<file path="src/rtl/flash_cmd_pkg.sv">
package flash_cmd_pkg;
   localparam int CMD_AW = 15;

   typedef enum logic [2:0] {
      S_IDLE, S_KEY1, S_KEY2, S_ARMED, S_EXT1, S_EXT2, S_EXT3
   } seq_state_e;

   localparam logic [CMD_AW-1:0] ADR_KEY_A = 15'h5555;
   localparam logic [CMD_AW-1:0] ADR_KEY_B = 15'h2AAA;

   localparam logic [7:0] KEY_A     = 8'hAA;
   localparam logic [7:0] KEY_B     = 8'h55;
   localparam logic [7:0] OP_PROG   = 8'hA0;
   localparam logic [7:0] OP_EXT    = 8'h80;
   localparam logic [7:0] OP_ID_ON  = 8'h90;
   localparam logic [7:0] OP_ID_OFF = 8'hF0;
   localparam logic [7:0] OP_ERASE  = 8'h10;
   localparam logic [7:0] OP_LOCK   = 8'h40;
   localparam logic [7:0] ID_MAKER  = 8'h1F;
   localparam logic [7:0] ID_PART   = 8'h17;
endpackage

</file>
<file path="src/rtl/flash_seq_fsm.sv">
module flash_seq_fsm import flash_cmd_pkg::*; #(
   parameter int ADDR_W = 17,
   parameter int DATA_W = 8
) (
   input  logic              clk,
   input  logic              rst_n,
   input  logic              wr_go,
   input  logic [ADDR_W-1:0] addr,
   input  logic [DATA_W-1:0] wdata,
   output logic              do_prog,
   output logic              do_erase,
   output logic              do_lock,
   output logic              id_enter,
   output logic              id_leave
);
   seq_state_e state_q, state_d;
   logic       hit_a, hit_b;

   assign hit_a = (addr[CMD_AW-1:0] == ADR_KEY_A);
   assign hit_b = (addr[CMD_AW-1:0] == ADR_KEY_B);

   always_comb begin
      state_d  = state_q;
      do_prog  = 1'b0;
      do_erase = 1'b0;
      do_lock  = 1'b0;
      id_enter = 1'b0;
      id_leave = 1'b0;
      if (wr_go) begin
         state_d = S_IDLE;
         unique case (state_q)
            S_IDLE: begin
               if (hit_a && wdata == KEY_A) state_d = S_KEY1;
               else if (wdata == OP_ID_OFF) id_leave = 1'b1;
            end
            S_KEY1: if (hit_b && wdata == KEY_B) state_d = S_KEY2;
            S_KEY2: begin
               if (hit_a) begin
                  unique case (wdata)
                     OP_PROG:   state_d  = S_ARMED;
                     OP_EXT:    state_d  = S_EXT1;
                     OP_ID_ON:  id_enter = 1'b1;
                     OP_ID_OFF: id_leave = 1'b1;
                     default:   ;
                  endcase
               end
            end
            S_ARMED: do_prog = 1'b1;
            S_EXT1:  if (hit_a && wdata == KEY_A) state_d = S_EXT2;
            S_EXT2:  if (hit_b && wdata == KEY_B) state_d = S_EXT3;
            S_EXT3: begin
               if (hit_a && wdata == OP_ERASE) do_erase = 1'b1;
               else if (hit_a && wdata == OP_LOCK) do_lock = 1'b1;
            end
            default: ;
         endcase
      end
   end

   always_ff @(posedge clk) begin
      if (!rst_n) state_q <= S_IDLE;
      else        state_q <= state_d;
   end
endmodule

</file>
<file path="src/rtl/flash_byte_array.sv">
module flash_byte_array #(
   parameter int DEPTH      = 64,
   parameter int BOOT_DEPTH = 16,
   parameter int DATA_W     = 8,
   localparam int AW        = $clog2(DEPTH)
) (
   input  logic              clk,
   input  logic              rst_n,
   input  logic              prog_en,
   input  logic [AW-1:0]     prog_idx,
   input  logic [DATA_W-1:0] prog_data,
   input  logic              erase_en,
   input  logic              locked,
   input  logic [AW-1:0]     rd_idx,
   output logic [DATA_W-1:0] rd_data
);
   logic [DATA_W-1:0] cells [DEPTH];
   logic [DEPTH-1:0]  keep;

   for (genvar i = 0; i < DEPTH; i++) begin : g_keep
      if (i < BOOT_DEPTH) begin : g_boot
         assign keep[i] = locked;
      end else begin : g_main
         assign keep[i] = 1'b0;
      end
   end

   always_ff @(posedge clk) begin
      if (!rst_n) begin
         for (int i = 0; i < DEPTH; i++) cells[i] <= '1;
      end else begin
         for (int i = 0; i < DEPTH; i++) begin
            if (erase_en && !keep[i])
               cells[i] <= '1;
            else if (prog_en && prog_idx == AW'(i))
               cells[i] <= cells[i] & prog_data;
         end
      end
   end

   assign rd_data = cells[rd_idx];
endmodule

</file>
<file path="src/rtl/flash_read_path.sv">
module flash_read_path import flash_cmd_pkg::*; #(
   parameter int ADDR_W = 17,
   parameter int DATA_W = 8
) (
   input  logic              clk,
   input  logic              rst_n,
   input  logic              rd_go,
   input  logic              busy,
   input  logic              id_mode,
   input  logic              locked,
   input  logic [ADDR_W-1:0] addr,
   input  logic [DATA_W-1:0] arr_data,
   input  logic [DATA_W-1:0] last_data,
   output logic [DATA_W-1:0] rdata
);
   logic toggle_q;

   always_ff @(posedge clk) begin
      if (!rst_n) begin
         rdata    <= '0;
         toggle_q <= 1'b0;
      end else if (rd_go) begin
         if (busy) begin
            rdata    <= {~last_data[DATA_W-1], toggle_q, {(DATA_W-2){1'b0}}};
            toggle_q <= ~toggle_q;
         end else if (id_mode) begin
            if (addr == ADDR_W'(0))      rdata <= ID_MAKER;
            else if (addr == ADDR_W'(1)) rdata <= ID_PART;
            else if (addr == ADDR_W'(2)) rdata <= {{(DATA_W-1){1'b0}}, locked};
            else                         rdata <= '0;
         end else begin
            rdata <= arr_data;
         end
      end
   end
endmodule

</file>
<file path="src/rtl/flash_cmd_decoder.sv">
module flash_cmd_decoder import flash_cmd_pkg::*; #(
   parameter int ADDR_W     = 17,
   parameter int DATA_W     = 8,
   parameter int MEM_DEPTH  = 64,
   parameter int BOOT_DEPTH = 16
) (
   input  logic              clk,
   input  logic              rst_n,
   input  logic              wr_en,
   input  logic              rd_en,
   input  logic [ADDR_W-1:0] addr,
   input  logic [DATA_W-1:0] wdata,
   input  logic              busy,
   output logic [DATA_W-1:0] rdata,
   output logic              prog_req,
   output logic              erase_req
);
   localparam int MEM_AW = $clog2(MEM_DEPTH);
   localparam logic [MEM_AW:0] BOOT_LIM = (MEM_AW+1)'(BOOT_DEPTH);

   initial begin
      assert (DATA_W == 8) else $error("command codes need 8-bit data");
      assert (ADDR_W >= CMD_AW && ADDR_W >= MEM_AW) else $error("address too narrow");
      assert ((1 << MEM_AW) == MEM_DEPTH) else $error("MEM_DEPTH must be a power of two");
      assert (BOOT_DEPTH > 0 && BOOT_DEPTH <= MEM_DEPTH) else $error("bad BOOT_DEPTH");
   end

   logic              wr_go, rd_go;
   logic              do_prog, do_erase, do_lock, id_enter, id_leave;
   logic              lock_q, id_q, prog_ok, in_boot;
   logic [MEM_AW-1:0] idx;
   logic [DATA_W-1:0] last_q, arr_data;

   assign wr_go   = wr_en & ~busy;
   assign rd_go   = rd_en & ~wr_en;
   assign idx     = addr[MEM_AW-1:0];
   assign in_boot = ({1'b0, idx} < BOOT_LIM);
   assign prog_ok = do_prog & ~(lock_q & in_boot);

   flash_seq_fsm #(.ADDR_W(ADDR_W), .DATA_W(DATA_W)) i_seq (
      .clk(clk), .rst_n(rst_n), .wr_go(wr_go), .addr(addr), .wdata(wdata),
      .do_prog(do_prog), .do_erase(do_erase), .do_lock(do_lock),
      .id_enter(id_enter), .id_leave(id_leave)
   );

   flash_byte_array #(.DEPTH(MEM_DEPTH), .BOOT_DEPTH(BOOT_DEPTH), .DATA_W(DATA_W)) i_array (
      .clk(clk), .rst_n(rst_n), .prog_en(prog_ok), .prog_idx(idx),
      .prog_data(wdata), .erase_en(do_erase), .locked(lock_q),
      .rd_idx(idx), .rd_data(arr_data)
   );

   flash_read_path #(.ADDR_W(ADDR_W), .DATA_W(DATA_W)) i_read (
      .clk(clk), .rst_n(rst_n), .rd_go(rd_go), .busy(busy), .id_mode(id_q),
      .locked(lock_q), .addr(addr), .arr_data(arr_data), .last_data(last_q),
      .rdata(rdata)
   );

   always_ff @(posedge clk) begin
      if (!rst_n) begin
         lock_q    <= 1'b0;
         id_q      <= 1'b0;
         last_q    <= '1;
         prog_req  <= 1'b0;
         erase_req <= 1'b0;
      end else begin
         if (do_lock)       lock_q <= 1'b1;
         if (id_enter)      id_q   <= 1'b1;
         else if (id_leave) id_q   <= 1'b0;
         if (prog_ok)       last_q <= wdata;
         else if (do_erase) last_q <= '1;
         prog_req  <= prog_ok;
         erase_req <= do_erase;
      end
   end
endmodule

</file>
<file path="config.mk">
export PLATFORM = sky130hd
export DESIGN_NAME = flash_cmd_decoder
export DESIGN_NICKNAME = d
export VERILOG_FILES = /design/src/rtl/flash_cmd_pkg.sv /design/src/rtl/flash_seq_fsm.sv /design/src/rtl/flash_byte_array.sv /design/src/rtl/flash_read_path.sv /design/src/rtl/flash_cmd_decoder.sv
export SDC_FILE = /design/constraint.sdc
export NUM_CORES = 1
export LEC_CHECK = 0
export ABC_CLOCK_PERIOD_IN_PS = 4200
export CAP_MARGIN = 20
export CORE_MARGIN = 5
export CORE_UTILIZATION = 30
export DETAILED_ROUTE_END_ITERATION = 16
export DONT_BUFFER_PORTS = 1
export PLACE_DENSITY = 0.47
export SYNTH_ARGS = -nofsm -noshare
export SYNTH_HDL_FRONTEND = slang
export SYNTH_SLANG_ARGS = --single-unit
</file>
<file path="constraint.sdc">
create_clock -name clk -period 4.2 [get_ports clk]
set_clock_uncertainty 0.15 [all_clocks]
set_input_delay 0.84 -clock clk [delete_from_list [all_inputs] [get_ports clk]]
set_output_delay 0.84 -clock clk [all_outputs]
set_load 0.05 [all_outputs]
</file>
==> qor.yml <==
run_status:
  status: "finished, final reports clean"
drt:
  drt_wl_total_um: 80900
  dr.pass1.iters: 6
  wl_per_cell_um: 24.0
  ant_nets: 0
  drt-initial-drc-count: 2052
  viasPerCell: 5.27
  vias: 17760
  drc_errors: 0
critical_path:
  worstPathMaxFanout: 15
  critPathCaptureType: "flop"
  crit_buf_inv: 1
  worst_path_dominant_cell_family: "simple AND/OR/NAND/NOR gates"
  worst_r2r_startpoint: "i_seq.state_q[1]$_SDFFE_PN0P_"
  reg2reg_to: "i_array.cells[20][0]$_SDFFCE_PN1P_"
  startpoint: "i_seq.state_q[1]$_SDFFE_PN0P_"
  path_cells: "nand2b_1 > nor2_1 > nand3_1 > or3b_2 > buf_4 > o21ai_0"
  worstPathRequired_ps: 4290
  worst_setup_path_start_kind: "flop"
  max_stage_delay_ps: 850
  crit_cells: 6
  r2r_cells: 6
  crit_end: "i_array.cells[20][0]$_SDFFCE_PN1P_"
  worstSetupPathType: "flop to flop"
  critical-path-slowest-cell: "o21ai_0"
  ff2ff_setup_slack_ps: 780
  critical_path_arrival_ps: 3500
floorplanning:
  die_h_um: 301
  start_util_pct: 30.3
  ios: 40
  die_w_um: 301
  row_count: 106
  core_area_um2: 84000
  dieArea_um2: 90800
synthesis:
  syn-num-nets: 2214
  seq_area_frac_synth_pct: 61.7
  synth_edf_count: 512
  syn_avg_cell_area_um2: 11.7
  ys_types: 57
  ys_warn_count: 0
  synth_ff_type: "edfxtp_1"
  ys_ff_latch: 529
  syn_inst: 2184
  async_reset_ff_share_pct: 0
  syn-cell-area_um2: 25500
placement:
  dpl-instance-area_um2: 26800
  gp_congestion: 0.823
  io_buffers: 0
  dp_hpwl_um: 51300
grt:
  grt_usage_pct: 17.4
  grt_max_degree: 173
  grt_overflow_total: 0
  antenna_found_initial: 4
  grt_pass1_vias: 17131
  top_usage_layer: "met2"
  met1_usage_pct: 26.0
  grt_pass1_wl_um: 118000
  grt_use_met2_pct: 26.4
  use_met3_pct: 2.47
cts:
  clk_pin_slew_ps: 60
  cts_max_path_buffers: 3
  post-cts-setup-buffer-count: 0
  htreeDepth: 2
  ctsHoldBuffers: 0
  cts_sinks: 529
  cts_tree: "yes"
  cts_root_buffer: "clkbuf_16"
  clk_latency_ps: 610
  cts_resized: 0
  cts_buffers: 59
timing:
  hold_viol: 0
  tns_ps: 0
  slew_headroom_pct: 27.3
  layout_min_cycle_time_ps: 3420
  rsz0062_at_grt: "no"
  whs_ps: 208
  min_period_over_period_pct: 81.3
  finalSetupViolCount: 0
  fmax_ghz: 0.293
  tightest_slew_ps: 1080
  slew_viol_final: 0
finish:
  nets: 2222
  num_antenna_cells: 0
  drive_gt1_share_pct: 12.9
  final_area_um2: 28800
  area_growth_pct: 13.1
  postLayoutCoreUtil_pct: 34.3
power_and_ir_drop:
  ir_drop_mv: 0.270
  p_leak_nw: 9.56
  power.density_nw_per_um2: 419
run:
  drv_cap: 0
min_path:
  hp-class: "primary input to flop"
[worst min-delay path by stage]
| stage | from | end | slack, ps | cells past startpoint |
|---|---|---|---|---|
| 6_report | rst_n | i_seq.state_q[2]$_SDFFE_PN0P_ | 210 | 1 |
| 5_1_grt | rst_n | i_seq.state_q[2]$_SDFFE_PN0P_ | 180 | 1 |
| 4_1_cts | rst_n | i_seq.state_q[2]$_SDFFE_PN0P_ | 170 | 1 |
| 3_5_place_dp | last_q[7]$_SDFFE_PN1P_ | last_q[7]$_SDFFE_PN1P_ | 360 | 2 |
| 3_3_place_gp | i_read.toggle_q$_SDFFE_PN0P_ | i_read.toggle_q$_SDFFE_PN0P_ | 350 | 2 |
| 2_1_floorplan | lock_q$_SDFFE_PN0P_ | prog_req$_SDFF_PN0_ | 320 | 1 |
[logic make-up (layout without fill, tap and decap cells)]
family,Yosys count,count (layout),share of synthesized area (%)
muxes,180,180,12.0
and+or+nand+nor,1076,1076,17.1
buffers and inverters,140,195,2.29
AOI/OAI and AO/OA,258,258,6.96
DFF,529,529,61.7
xor gates and xnor gates,1,1,0.0344
[cell type report]
cell class,count,area [µm²]
clock inverters,36,297
clock buffers,72,1570
flip-flops and latches,529,15700
fillers,8337,55100
inverters,6,22.5
multi-input cells,1515,9190
repair buffers,81,593
well taps,1134,1420
[layout by cell type, fill, tap and decap left out, drive strengths merged, types with 3 or more instances in the layout]
cell type and count:
mux4 99, buf 73, o21ai 57, nand4 12, mux2i 77, a221oi 3
inv 7, a32oi 3, nor2b 10, a31oi 14, a21oi 13, and2 5
nand2 879, nor4 6, nor2 80, nand4b 3, or4 7, clkinv 28
nand2b 8, nand3 36, or3b 5, a22oi 45, or2 3, mux2 4
nor3 9, clkbuf 80, bufinv 5, and3 6, a21o 106, edfxtp 512
dfxtp 17, o211ai 3
[stage by stage]
stage	total power [mW]	worst slack, ps	instances
3_5_place_dp	7.06	268	3246
3_3_place_gp	7.06	307	3245
5_1_grt	12.5	545	3373
4_1_cts	12.2	791	3354
2_1_floorplan	6.86	783	2184
6_report	12.1	784	3373
[worst register-to-register path, delay by kind of cell, from the launching register on]
family / cells / cell delay (ps)
AND/OR/NAND/NOR: 4 / 1280
AO/OA/AOI/OAI: 1 / 860
flip-flops: 1 / 490
buffers and inverters: 1 / 260
[power by group]
part	internal [mW]	total [mW]	switching (mW)	leakage, nW
clock	2.94	5.08	2.14	0.917
sequential	6.04	6.22	0.186	5.30
combinational	0.327	0.755	0.428	3.35
total	9.30	12.1	2.75	9.56
[synthesized netlist by cell type (all sizes together), types with 8 or more instances]
library cell | count | area (µm²)
a22oi | 45 | 338
mux2i | 77 | 771
nand3 | 36 | 180
clkbuf | 102 | 393
nand4 | 12 | 75.1
nor3 | 9 | 45.0
dfxtp | 17 | 340
nand2 | 879 | 3300
o21ai | 57 | 285
buf | 32 | 168
nand2b | 8 | 50.1
edfxtp | 512 | 15400
nor2b | 10 | 62.6
mux4 | 99 | 2230
nor2 | 80 | 300
a21oi | 13 | 65.1
a31oi | 14 | 87.6
a21o | 106 | 796
[sequential cells by signal, summed over array words and instances, names as in the netlist]
register,cells
last_q,1
prog_req,1
id_q,1
erase_req,1
i_array.cells,512
i_seq.state_q,3
lock_q,1
i_read.toggle_q,1
i_read.rdata,8
[layer usage]
layer / up-vias / routed length (µm)
li1: 7886 / -
met1: 8978 / 37000
met2: 774 / 35700
met3: 122 / 6000
met4: 0 / 2190
met5: - / 0
Power figures use the tool's default switching activity.
